==> config.mk <==
export PLATFORM = sky130hd
export DESIGN_NAME = cmpl_entry_ctrl
export DESIGN_NICKNAME = d
export VERILOG_FILES = /design/src/rtl/cmpl_pkg.sv /design/src/rtl/cmpl_poll_timer.sv /design/src/rtl/cmpl_port_ctl.sv /design/src/rtl/cmpl_pattern_step.sv /design/src/rtl/cmpl_entry_ctrl.sv
export SDC_FILE = /design/constraint.sdc
export NUM_CORES = 1
export LEC_CHECK = 0
export BUFFER_PORTS_ARGS = -buffer_cell sky130_fd_sc_hd__buf_4
export CAP_MARGIN = 15
export CORE_UTILIZATION = 40
export DETAILED_ROUTE_END_ITERATION = 10
export MAX_ROUTING_LAYER = met4
export PLACE_DENSITY = 0.63
export SETUP_SLACK_MARGIN = 0.4
export SLEW_MARGIN = 15
export SYNTH_ARGS = -nofsm -noshare
export SYNTH_HDL_FRONTEND = slang
export SYNTH_SLANG_ARGS = --single-unit
==> constraint.sdc <==
create_clock -name clk -period 5.1 [get_ports clk]
set_input_delay 1.02 -clock clk [delete_from_list [all_inputs] [get_ports clk]]
set_output_delay 1.02 -clock clk [all_outputs]
set_load 0.05 [all_outputs]
==> src/rtl/cmpl_pkg.sv <==
package cmpl_pkg;

  typedef enum logic {
    PORT_UP   = 1'b0,
    PORT_DOWN = 1'b1
  } port_kind_e;

  localparam int unsigned MS_PER_S = 1000;

endpackage

==> src/rtl/cmpl_poll_timer.sv <==
module cmpl_poll_timer #(
  parameter int unsigned PRE_DIV    = 250000,
  parameter int unsigned TIMEOUT_MS = 360
) (
  input  logic clk,
  input  logic rst_ni,
  input  logic clr,
  input  logic cnt_en,
  output logic expired
);
  localparam int unsigned PRE_W = (PRE_DIV > 1) ? $clog2(PRE_DIV) : 1;
  localparam int unsigned MS_W  = $clog2(TIMEOUT_MS + 1);

  logic [PRE_W-1:0] pre_q, pre_d;
  logic [MS_W-1:0]  ms_q, ms_d;
  logic             pre_wrap;

  assign expired  = (ms_q == MS_W'(TIMEOUT_MS));
  assign pre_wrap = (pre_q == PRE_W'(PRE_DIV - 1));

  always_comb begin
    pre_d = pre_q;
    ms_d  = ms_q;
    if (clr) begin
      pre_d = '0;
      ms_d  = '0;
    end else if (cnt_en && !expired) begin
      if (pre_wrap) begin
        pre_d = '0;
        ms_d  = ms_q + 1'b1;
      end else begin
        pre_d = pre_q + 1'b1;
      end
    end
  end

  always_ff @(posedge clk or negedge rst_ni) begin
    if (!rst_ni) begin
      pre_q <= '0;
      ms_q  <= '0;
    end else begin
      pre_q <= pre_d;
      ms_q  <= ms_d;
    end
  end

endmodule

==> src/rtl/cmpl_port_ctl.sv <==
module cmpl_port_ctl #(
  parameter cmpl_pkg::port_kind_e KIND = cmpl_pkg::PORT_DOWN
) (
  input  logic clk,
  input  logic rst_ni,
  input  logic port_rst,
  input  logic poll_ok,
  input  logic expired,
  input  logic us_link_ok,
  input  logic ds_to_en,
  input  logic ds_cmd_mode,
  input  logic cmd_hit,
  output logic active
);
  logic never_q, never_d;
  logic act_q, act_d;
  logic enter;

  generate
    if (KIND == cmpl_pkg::PORT_UP) begin : g_up
      logic unused_ds;
      assign unused_ds = us_link_ok ^ ds_to_en ^ ds_cmd_mode ^ cmd_hit;
      assign enter = expired && never_q;
    end else begin : g_down
      logic to_path;
      assign to_path = ds_to_en && expired && never_q;
      assign enter   = us_link_ok && (ds_cmd_mode ? cmd_hit : to_path);
    end
  endgenerate

  always_comb begin
    never_d = never_q && !poll_ok;
    if (port_rst) begin
      act_d = 1'b0;
    end else begin
      act_d = act_q || enter;
    end
  end

  always_ff @(posedge clk or negedge rst_ni) begin
    if (!rst_ni) begin
      never_q <= 1'b1;
      act_q   <= 1'b0;
    end else begin
      never_q <= never_d;
      act_q   <= act_d;
    end
  end

  assign active = act_q;

endmodule

==> src/rtl/cmpl_pattern_step.sv <==
module cmpl_pattern_step #(
  parameter int unsigned N_PAT = 9,
  parameter int unsigned PAT_W = $clog2(N_PAT)
) (
  input  logic             clk,
  input  logic             rst_ni,
  input  logic             port_rst,
  input  logic             active,
  input  logic             ping,
  output logic             adv,
  output logic [PAT_W-1:0] idx
);
  logic [PAT_W-1:0] idx_q, idx_d;
  logic             adv_q, adv_d;
  logic             step;

  assign step = active && ping && !port_rst;

  always_comb begin
    adv_d = step;
    idx_d = idx_q;
    if (port_rst) begin
      idx_d = '0;
    end else if (step) begin
      if (idx_q == PAT_W'(N_PAT - 1)) idx_d = '0;
      else                            idx_d = idx_q + 1'b1;
    end
  end

  always_ff @(posedge clk or negedge rst_ni) begin
    if (!rst_ni) begin
      idx_q <= '0;
      adv_q <= 1'b0;
    end else begin
      idx_q <= idx_d;
      adv_q <= adv_d;
    end
  end

  assign adv = adv_q;
  assign idx = idx_q;

endmodule

==> src/rtl/cmpl_entry_ctrl.sv <==
module cmpl_entry_ctrl #(
  parameter int unsigned N_DS       = 3,
  parameter int unsigned CLK_HZ     = 250000000,
  parameter int unsigned TIMEOUT_MS = 360,
  parameter int unsigned N_PAT      = 9,
  localparam int unsigned NP        = N_DS + 1,
  localparam int unsigned PORT_W    = (NP > 1) ? $clog2(NP) : 1,
  localparam int unsigned PAT_W     = $clog2(N_PAT)
) (
  input  logic                clk,
  input  logic                rst_n,
  input  logic [NP-1:0]       port_rst,
  input  logic [NP-1:0]       rx_term,
  input  logic [NP-1:0]       poll_active,
  input  logic [NP-1:0]       poll_ok,
  input  logic                us_link_ok,
  input  logic                ds_to_en,
  input  logic                ds_cmd_mode,
  input  logic                cmd_valid,
  input  logic [PORT_W-1:0]   cmd_port,
  input  logic [NP-1:0]       lfps_ping,
  output logic [NP-1:0]       cmpl_active,
  output logic [NP-1:0]       pat_adv,
  output logic [NP*PAT_W-1:0] pat_idx
);
  import cmpl_pkg::*;

  localparam int unsigned PRE_DIV = CLK_HZ / MS_PER_S;

  logic rst_s1, rst_sync_n;

  always_ff @(posedge clk or negedge rst_n) begin
    if (!rst_n) begin
      rst_s1     <= 1'b0;
      rst_sync_n <= 1'b0;
    end else begin
      rst_s1     <= 1'b1;
      rst_sync_n <= rst_s1;
    end
  end

  logic [NP-1:0] expired;
  logic [NP-1:0] tmr_clr;
  logic [NP-1:0] tmr_en;
  logic [NP-1:0] cmd_hit;

  generate
    for (genvar i = 0; i < NP; i++) begin : g_port
      assign tmr_clr[i] = !poll_active[i] || port_rst[i];
      assign tmr_en[i]  = rx_term[i] && !poll_ok[i];
      assign cmd_hit[i] = cmd_valid && (cmd_port == PORT_W'(i));

      cmpl_poll_timer #(
        .PRE_DIV   (PRE_DIV),
        .TIMEOUT_MS(TIMEOUT_MS)
      ) u_tmr (
        .clk    (clk),
        .rst_ni (rst_sync_n),
        .clr    (tmr_clr[i]),
        .cnt_en (tmr_en[i]),
        .expired(expired[i])
      );

      cmpl_port_ctl #(
        .KIND((i == 0) ? PORT_UP : PORT_DOWN)
      ) u_ctl (
        .clk        (clk),
        .rst_ni     (rst_sync_n),
        .port_rst   (port_rst[i]),
        .poll_ok    (poll_ok[i]),
        .expired    (expired[i]),
        .us_link_ok (us_link_ok),
        .ds_to_en   (ds_to_en),
        .ds_cmd_mode(ds_cmd_mode),
        .cmd_hit    (cmd_hit[i]),
        .active     (cmpl_active[i])
      );

      cmpl_pattern_step #(
        .N_PAT(N_PAT),
        .PAT_W(PAT_W)
      ) u_pat (
        .clk     (clk),
        .rst_ni  (rst_sync_n),
        .port_rst(port_rst[i]),
        .active  (cmpl_active[i]),
        .ping    (lfps_ping[i]),
        .adv     (pat_adv[i]),
        .idx     (pat_idx[i*PAT_W +: PAT_W])
      );
    end
  endgenerate

endmodule

==> out/summary.txt <==
clock-pin slew on the worst setup and hold paths = 60 ps
Seq/Total Area, Yosys = 46.0%
vias in the first global route = 5977
input/output buffers = 51
Routed Antenna Nets = 0
combinational power share = 4.2%
Synth area leader = dfrtp_1
final critical-path required period = 2710 ps
DRC Markers = 4
final core occ = 47.8%
Net Sw Frac = 22.3%
P_int = 0.00193 W
Filler cells = 1672
Total GRT Usage = 19.0%
final slew viol count = 0
Final TNS setup = 0 ps
Max-Cap Viols = 0
top cell type's share of synthesized area = 44.6%
Crit. End Element = register
CP required = 5430 ps
max_slew headroom = 39.1%
nets = 904
RSZ-0062 raised after global routing = false
synthesized area = 7520 sq um
top cell family by delay on the critical path = simple AND/OR/NAND/NOR gates
Post-synth EDFFs = 0
CP Data Arrival Time = 3050 ps
first-pass GRT wire length = 28900 microns
die height = 139 microns
Final Hold Violating Endpoints = 0
# diodes = 0
clk_skew = 7.78 ps
asr flop ratio synth = 100%
setup bufs post-CTS = 0
top cells by count, synth = dfrtp_1 (134), nand2_1 (83), nor2_1 (76), a21oi_1 (46), o21ai_0 (44)
Buf/Inv on CP = 0
worst hold path type = reg2reg
I/O pin count = 52
FP Rows = 49
most frequent cell after synthesis = dfrtp_1
initial drt markers = 434
TritonCTS buffer count = 17
CTS tree = yes
critical-path cell with the highest stage delay = nor3b_1
Final Cell Area = 8710 sq um
worst slew pin tran = 906 ps
die width = 139 microns
pin count of the biggest net entering global routing = 56
worst skew pair latency = 420 ps
CP Cell Sequence = ha_1 -> nand3_1 -> nor3b_1 -> nand3_1 -> or4_1 -> a21oi_1
leakage = 3.55 nW
initial antenna violation count = 0
hpwl dp = 11500 microns
total die area = 19400 sq um
core area = 18200 sq um
startpoint class of the critical path = register
FF+latch count, synth = 138
cell count after synthesis = 809
CTS Buffer Depth = 2
via count = 6163
share of cells above drive strength 1 = 12.8%
GP Congestion = 0.812
syn_area_per_cell = 9.30 sq um
outcome = complete, but fails checks
Post-Place Cell Area = 8090 sq um
post-route clock period utilization = 53.2%
routed wire length = 16800 microns
Max Clock Freq = 0.369 GHz
routed len/inst = 15.3 microns
area grow syn2layout = 15.7%
critical path class = reg2reg
Clock Sinks = 138
most used cell, CP = nand3_1
Critical Path Max Stage Delay = 620 ps
Top FF cell, synth = dfrtp_1
unique cell type count in the Yosys netlist = 68
largest cells by area after synthesis = dfrtp_1 (45%), nand2_1 (4.1%), xor2_1 (3.8%)
Initial Utilization = 41.3%
Flop pwr share = 44.7%
Psw = 0.000555 W
Yosys warning total = 0
Mapped Nets = 857
Final setup viols = 0
Power Density = 286 nW/um^2
Clk pwr share = 51.1%
H-tree levels = 4
post-CTS sizing = 0
vias per cell = 5.61
CP max FO = 11
violated checks = design-rule violations
VDD IR max = 216 uV
hold-fix buffer count after cts = 0
CTS root buffer = clkbuf_16
Initial DRT Pass Iterations = 9
total global routing overflow = 0
-- final timing paths --
kind	startpoint	end	slack (ps)	cells after the start
min in group asynchronous	rst_n	rst_sync_n$_DFF_PN0_	360	1
max in group asynchronous	rst_sync_n$_DFF_PN0_	g_port[3].u_tmr.pre_q[2]$_DFFE_PN0P_	3560	1
hold reg to reg	rst_s1$_DFF_PN0_	rst_sync_n$_DFF_PN0_	350	0
hold / removal	rst_s1$_DFF_PN0_	rst_sync_n$_DFF_PN0_	350	0
setup / recovery	g_port[1].u_tmr.pre_q[0]$_DFFE_PN0P_	g_port[1].u_tmr.ms_q[6]$_DFFE_PN0P_	2390	6
setup reg to reg	g_port[1].u_tmr.pre_q[0]$_DFFE_PN0P_	g_port[1].u_tmr.ms_q[6]$_DFFE_PN0P_	2390	6
-- cell type report --
cell class	count	area [sq um]	share of cell area, %
multi-input combinational	605	3780	43.4
clock buffer	20	467	5.36
sequential	138	3460	39.8
tap	229	287	3.29
clock inverter	12	146	1.68
timing repair buffer	57	428	4.92
inverter	37	139	1.60
-- per-stage QoR --
stage	hold slack, ps	instances	setup slack, ps	total power (W)
6_report	349	1098	2390	0.00249
5_1_grt	350	1098	2120	0.00258
4_1_cts	351	1098	2430	0.00252
3_5_place_dp	339	1066	2080	0.00124
3_3_place_gp	334	1066	2180	0.00124
2_1_floorplan	331	809	977	0.00119
-- routing by layer --
layer / vias to the layer above / part of all wire, % / track usage [%] / routed length [microns]
met4: 0 / 1.1 / 5.03 / 176
met5: - / 0 / - / 0
met2: 104 / 46 / 29.1 / 7650
met1: 2978 / 49 / 25.2 / 8250
li1: 3062 / - / - / -
met3: 19 / 4.0 / 4.25 / 671
-- cells by family (layout without fill, tap and decap cells) --
family	after synthesis	after routing	share of synthesized area, %
compound gates	188	188	16.5
other cells	1	1	0.0498
simple gates	344	344	24.2
buf+inv	66	126	3.84
fa+ha+maj	20	20	3.33
flops	138	138	46.0
xor+xnor	48	48	5.59
mux	4	4	0.532
-- power by group through the flow --
stage | Clock (W) | Sequential (W) | Combinational (W)
2_1_floorplan | 0 | 0.00114 | 0.0000505
3_3_place_gp | 0 | 0.00113 | 0.000106
3_5_place_dp | 0 | 0.00113 | 0.000107
4_1_cts | 0.00130 | 0.00111 | 0.000107
5_1_grt | 0.00135 | 0.00111 | 0.000117
6_report | 0.00127 | 0.00111 | 0.000105
-- registers in the layout, indices dropped and copies added, names as in the netlist --
| register | count |
|---|---|
| g_port.u_tmr.pre_q | 72 |
| g_port.u_tmr.ms_q | 36 |
| g_port.u_pat.idx | 16 |
| g_port.u_ctl.active | 4 |
| g_port.u_ctl.never_q | 4 |
| g_port.u_pat.adv | 4 |
| rst_s1 | 1 |
| rst_sync_n | 1 |
-- worst reg2reg max path, delay by kind of cell, from the launching register on --
family	cells	cell delay (ps)
AO/OA/AOI/OAI	1	150
flip-flops	1	390
AND/OR/NAND/NOR	4	1900
adder cells (fa/ha/maj)	1	180
-- cells in the final DEF (no fill, tap or decap), drive strengths merged, types with 4 or more instances in the layout --
master   synthesis  final
dfrtp          134    134
nand2           83     83
nor2            76     76
buf             12     57
o21ai           49     49
a21oi           47     47
nand3           41     41
inv             37     37
xor2            33     33
ha              20     20
or4             20     20
clkbuf          16     20
nand4           19     19
o211ai          17     17
o2111ai         16     16
and3            15     15
xnor2           15     15
nor2b           13     13
o31ai           12     12
nor4            12     12
or3             10     10
and2             9      9
nor3             8      8
nand3b           7      7
a22o             7      7
and4             6      6
a211oi           6      6
clkinv           0      6
a31oi            5      5
nor4b            4      4
o21a             4      4
mux2i            4      4
a31o             4      4
dfstp            4      4
a21o             4      4
Note: power is estimated with default switching activity, not from simulation.
